## src/rtl/horner_pkg.sv

```systemverilog
package horner_pkg;
    typedef enum logic {
        STG_MUL = 1'b0,
        STG_ADD = 1'b1
    } stage_kind_e;
endpackage

```

## src/rtl/hp_coef_bank.sv

```systemverilog
module hp_coef_bank #(
    parameter int DEG    = 4,
    parameter int DATA_W = 16,
    parameter int IW     = 3
) (
    input  logic                      clk,
    input  logic                      rst_n,
    input  logic                      we,
    input  logic [IW-1:0]             idx,
    input  logic [DATA_W-1:0]         data,
    output logic [DEG:0][DATA_W-1:0]  coef_o
);
    logic in_range;
    assign in_range = (int'(idx) <= DEG);

    always_ff @(posedge clk or negedge rst_n) begin
        if (!rst_n) begin
            coef_o <= '0;
        end else if (we && in_range) begin
            coef_o[idx] <= data;
        end
    end

    // out-of-range index leaves every coefficient untouched
    a_r8_ignore_high_idx: assert property (@(posedge clk) disable iff (!rst_n)
        (we && !in_range) |=> $stable(coef_o));

    // in-range write lands in the addressed slot
    a_r2_write_lands: assert property (@(posedge clk) disable iff (!rst_n)
        (we && in_range) |=> (coef_o[$past(idx)] == $past(data)));
endmodule

```

## src/rtl/hp_stage.sv

```systemverilog
module hp_stage
    import horner_pkg::*;
#(
    parameter int          DATA_W = 16,
    parameter stage_kind_e KIND   = STG_MUL
) (
    input  logic              clk,
    input  logic              rst_n,
    input  logic              adv,
    input  logic              in_vld,
    input  logic [DATA_W-1:0] in_x,
    input  logic [DATA_W-1:0] in_acc,
    input  logic [DATA_W-1:0] opnd,
    output logic              out_vld,
    output logic [DATA_W-1:0] out_x,
    output logic [DATA_W-1:0] out_acc
);
    logic [DATA_W-1:0] acc_nxt;

    generate
        if (KIND == STG_MUL) begin : g_mul
            // low DATA_W bits of the product equal the two's-complement wrap
            assign acc_nxt = in_acc * opnd;
        end else begin : g_add
            assign acc_nxt = in_acc + opnd;
        end
    endgenerate

    always_ff @(posedge clk or negedge rst_n) begin
        if (!rst_n) begin
            out_vld <= 1'b0;
            out_x   <= '0;
            out_acc <= '0;
        end else if (adv) begin
            out_vld <= in_vld;
            out_x   <= in_x;
            out_acc <= acc_nxt;
        end
    end

    // a slot's occupancy moves exactly one stage per advance
    a_r6_slot_moves: assert property (@(posedge clk) disable iff (!rst_n)
        adv |=> (out_vld == $past(in_vld)));

    // nothing moves while stalled
    a_r5_slot_frozen: assert property (@(posedge clk) disable iff (!rst_n)
        !adv |=> ($stable(out_vld) && $stable(out_acc) && $stable(out_x)));
endmodule

```

## src/rtl/horner_pipe.sv

```systemverilog
module horner_pipe
    import horner_pkg::*;
#(
    parameter int DEG    = 4,
    parameter int DATA_W = 16,
    localparam int IW    = (DEG > 0) ? $clog2(DEG + 1) : 1,
    localparam int NS    = 2 * DEG
) (
    input  logic              clk,
    input  logic              rst_n,
    input  logic              in_valid,
    output logic              in_ready,
    input  logic [DATA_W-1:0] in_x,
    output logic              out_valid,
    input  logic              out_ready,
    output logic [DATA_W-1:0] out_y,
    input  logic              cfg_we,
    input  logic [IW-1:0]     cfg_idx,
    input  logic [DATA_W-1:0] cfg_data
);
    logic [DEG:0][DATA_W-1:0] coef;
    logic [NS:0]              vld;
    logic [NS:0][DATA_W-1:0]  xs;
    logic [NS:0][DATA_W-1:0]  acc;
    logic                     adv;

    hp_coef_bank #(.DEG(DEG), .DATA_W(DATA_W), .IW(IW)) u_bank (
        .clk    (clk),
        .rst_n  (rst_n),
        .we     (cfg_we),
        .idx    (cfg_idx),
        .data   (cfg_data),
        .coef_o (coef)
    );

    // leading coefficient rides in beside the sample
    assign vld[0] = in_valid;
    assign xs[0]  = in_x;
    assign acc[0] = coef[DEG];

    // single stall enable for the whole chain
    assign adv      = !vld[NS] || out_ready;
    assign in_ready = adv;

    generate
        for (genvar s = 0; s < NS; s++) begin : g_stage
            localparam stage_kind_e K  = (s % 2 == 0) ? STG_MUL : STG_ADD;
            localparam int          CI = DEG - 1 - (s / 2);
            logic [DATA_W-1:0] opnd;
            if (K == STG_MUL) begin : g_op_x
                assign opnd = xs[s];
            end else begin : g_op_c
                assign opnd = coef[CI];
            end
            hp_stage #(.DATA_W(DATA_W), .KIND(K)) u_stg (
                .clk     (clk),
                .rst_n   (rst_n),
                .adv     (adv),
                .in_vld  (vld[s]),
                .in_x    (xs[s]),
                .in_acc  (acc[s]),
                .opnd    (opnd),
                .out_vld (vld[s+1]),
                .out_x   (xs[s+1]),
                .out_acc (acc[s+1])
            );
        end
    endgenerate

    assign out_valid = vld[NS];
    assign out_y     = acc[NS];

    // a refused result blocks intake
    a_r5_no_intake: assert property (@(posedge clk) disable iff (!rst_n)
        (out_valid && !out_ready) |-> !in_ready);

    // refused result and its sample stay put
    a_r5_hold_out: assert property (@(posedge clk) disable iff (!rst_n)
        (out_valid && !out_ready) |=> (out_valid && $stable(out_y) && $stable(xs[NS])));

    // a ready consumer never throttles intake
    a_r4_open_intake: assert property (@(posedge clk) disable iff (!rst_n)
        out_ready |-> in_ready);

    // reset leaves the output empty
    a_r1_reset_empty: assert property (@(posedge clk)
        !rst_n |=> (!out_valid || rst_n));
endmodule

```

## config.mk

```make
export PLATFORM = sky130hd
export DESIGN_NAME = horner_pipe
export DESIGN_NICKNAME = d
export VERILOG_FILES = /design/src/rtl/horner_pkg.sv /design/src/rtl/hp_coef_bank.sv /design/src/rtl/hp_stage.sv /design/src/rtl/horner_pipe.sv
export SDC_FILE = /design/constraint.sdc
export NUM_CORES = 2
export LEC_CHECK = 0
export ABC_AREA = 1
export BUFFER_PORTS_ARGS = -buffer_cell sky130_fd_sc_hd__buf_2
export CAP_MARGIN = 20
export CORE_ASPECT_RATIO = 0.8
export CORE_MARGIN = 4
export CORE_UTILIZATION = 45
export DETAILED_ROUTE_END_ITERATION = 7
export GPL_ROUTABILITY_DRIVEN = 0
export SLEW_MARGIN = 20
export SYNTH_ARGS = -nofsm -noshare
export SYNTH_HDL_FRONTEND = slang
export SYNTH_SLANG_ARGS = --single-unit
```

## constraint.sdc

```tcl
create_clock -name clk -period 5.95 [get_ports clk]
set_input_delay 0 -clock clk [delete_from_list [all_inputs] [get_ports clk]]
set_output_delay 0 -clock clk [all_outputs]
set_load 0.03 [all_outputs]
```

==> qor.csv <==
metric;value;unit
synth_area;31360;um^2
ff_latch_area;7807;um^2
fin_crit_sh;91.81;%
fp-row-count;86;
min_path_type;in -> reg;
syn_to_final_growth;7.823;%
pre_cts_slack;0.5192;ns
grt_use_total;21.95;%
cts_tree;built;
synth_cell_types;44;
die_h;244.1;um
fin_ws;0.4871;ns
drcViolationCount;0;
status;complete, no violations;
worstMarginPinSlew;0.9986;ns
routedWlPerCell;15.61;um
fin_util;49.03;%
fill_cells;6807;
final_cell_mix;nand2_1 (1383), inv_1 (919), fa_1 (324);
critPathMaxStageDelay;0.76;ns
hold_ws;0.01773;ns
syn-num-nets;4750;
num_vias;24390;
synth-edff-count;0;
clockBufferDepth;3;
rrSetupSlack;0.49;ns
totalWireLength;78.97;mm
grt_pass1_vias;23730;
crit_arrival;5.91;ns
root_buffer;clkbuf_16;
async_flop_share;100.0;%
antenna_found_initial;1;
via_per_inst;4.822;
path_class;reg -> reg;
start_util;45.47;%
relSlewSlack;33.24;%
clock-sinks;312;
final_nets;4727;
first_pass_iters;7;
worstSetupStartpointType;flip-flop;
io_buffers;57;
ys_seq_area_share;24.89;%
antenna_cells;0;
synth_area_per_cell;7.594;um^2
clkSlewWorstSetupHoldPaths;0.06;ns
drtAntennaViolNets;0;
cts_setup_buffers;0;
crit_chain;nand2_1 -> fa_1 -> fa_1 -> inv_1 -> fa_1 -> inv_1 -> fa_1 -> fa_1 -> fa_1 -> inv_1 -> ha_1 -> inv_1 -> nor3_1 -> nand2_1 -> o211ai_1 -> a31oi_1 -> nand3b_1 -> nand3_1 -> nand2_1;
cpMostUsedCell;fa_1;
slew_viol_final;0;
drive_gt1_share;4.377;%
yosysWarnings;0;
final_common_cell;nand2_1;
finalCriticalPeriod;5.463;ns
worstPathMaxFanout;15;
synth-main-ff-cell;dfrtp_1;
cap_violations;0;
finalClockSkew;0.01523;ns
clk_latency;0.57;ns
placeableCoreArea;68970;um^2
grt_max_degree;169;
drt_iter0_markers;1477;
cp_num_buf_inv;4;
ios;58;
max_freq;183.1;MHz
synthCells;4130;
crit_family;adder cells;
final-hold-violation-count;0;
required;6.40;ns
cpMaxStageDelayCell;dfrtp_1;
yosys_register_bits;312;
grt_overflow;0;
ctsHtreeMaxLevel;2;
endpoint_kind;flip-flop;
hpwl;59.99;mm
setup_viol;0;
rsz0062_at_grt;no;
fin_tns_setup;0;ns
grt_pass1_wl;129.2;mm
die_w;303.2;um
dieArea;74010;um^2
cts_buffers;37;
multi_input_area;19180;um^2
## worst paths after layout
path | from | to | cells past startpoint
max | g_stage[1].u_stg.out_x[1]$_DFFE_PN0P_ | g_stage[2].u_stg.out_acc[15]$_DFFE_PN0P_ | 19
min | cfg_data[12] | u_bank.coef_o[76]$_DFFE_PN0P_ | 3
max reg2reg | g_stage[1].u_stg.out_x[1]$_DFFE_PN0P_ | g_stage[2].u_stg.out_acc[15]$_DFFE_PN0P_ | 19
min reg2reg | g_stage[4].u_stg.out_x[14]$_DFFE_PN0P_ | g_stage[5].u_stg.out_x[14]$_DFFE_PN0P_ | 2
max in group asynchronous | rst_n | g_stage[1].u_stg.out_x[5]$_DFFE_PN0P_ | 3
min in group asynchronous | rst_n | g_stage[5].u_stg.out_x[4]$_DFFE_PN0P_ | 2
## routing by layer
metal  part of all wire, %  global-route usage (%)  wire length, um
met2                    43                   33.60            33970
met3                   5.5                   3.835             4313
met4                   1.9                   4.201             1489
met1                    50                   32.82            39190
met5                     0                       0                0
## logic make-up after synthesis
| kind of cell | synth area share, % |
|---|---|
| buffers and inverters | 13.97 |
| AO/OA/AOI/OAI | 6.638 |
| AND/OR/NAND/NOR | 20.50 |
| flip-flops | 24.89 |
| adder cells (fa/ha/maj) | 30.89 |
| XOR/XNOR | 3.100 |
## synthesized netlist by cell type, types with 6 or more instances
cell type     n  area share (%)
a21boi_1      7            0.17
a21o_1        6            0.14
a21oi_1      87             1.4
a31oi_1      31            0.62
buf_2        48            0.77
buf_4        17            0.41
buf_6         8            0.29
clkbuf_1    110             1.3
clkinv_1      6           0.072
dfrtp_1     312              25
fa_1        324              21
ha_1        256              10
inv_1       920              11
nand2_1    1383              17
nand2_2      12            0.24
nand3_1     102             1.6
nand3b_1     10            0.24
nand4_1      14            0.28
nor2_1       76            0.91
nor3_1       10            0.16
o21ai_0     193             3.1
o21ai_1      25            0.40
o21bai_1      8            0.19
o31ai_1       7            0.17
or2_1        11            0.22
xnor2_1      54             1.5
xor2_1       57             1.6
## what timing repair did
item | in CTS | in global routing
gates resized for setup | 0 | 0
hold endpoints to repair | 214 | 0
hold buffers | 34 | 0
endpoints found under the setup margin | 0 | 0
## sequential cells by signal (all words and copies together) (netlist names)
signal and count:
g_stage.u_stg.out_vld 8, g_stage.u_stg.out_x 96, g_stage.u_stg.out_acc 128, u_bank.coef_o 80
## tightest hold or removal path, delay by kind of cell
| kind | cells | cell delay (ns) |
|---|---|---|
| buffers and inverters | 2 | 0.31 |
| AOI/OAI and AO/OA | 1 | 0.23 |
## metrics by stage
stage | cells | cell area [um^2]
after CTS | 5059 | 33820
after floorplan | 4130 | 31360
after detailed placement | 4958 | 32210
after global routing | 5059 | 33820
final | 5059 | 33820
after global placement | 4958 | 32210
## cell type report
cell class	count	share of cell area [%]
tap	924	3.419
clock buffer	51	3.137
timing repair buffer	124	2.686
inverter	930	10.34
sequential	312	23.09
multi-input combinational	2702	56.72
clock inverter	16	0.6142
Power is not shown: default switching activity piles up to over one toggle a cycle in this logic, so the estimate is an artifact.
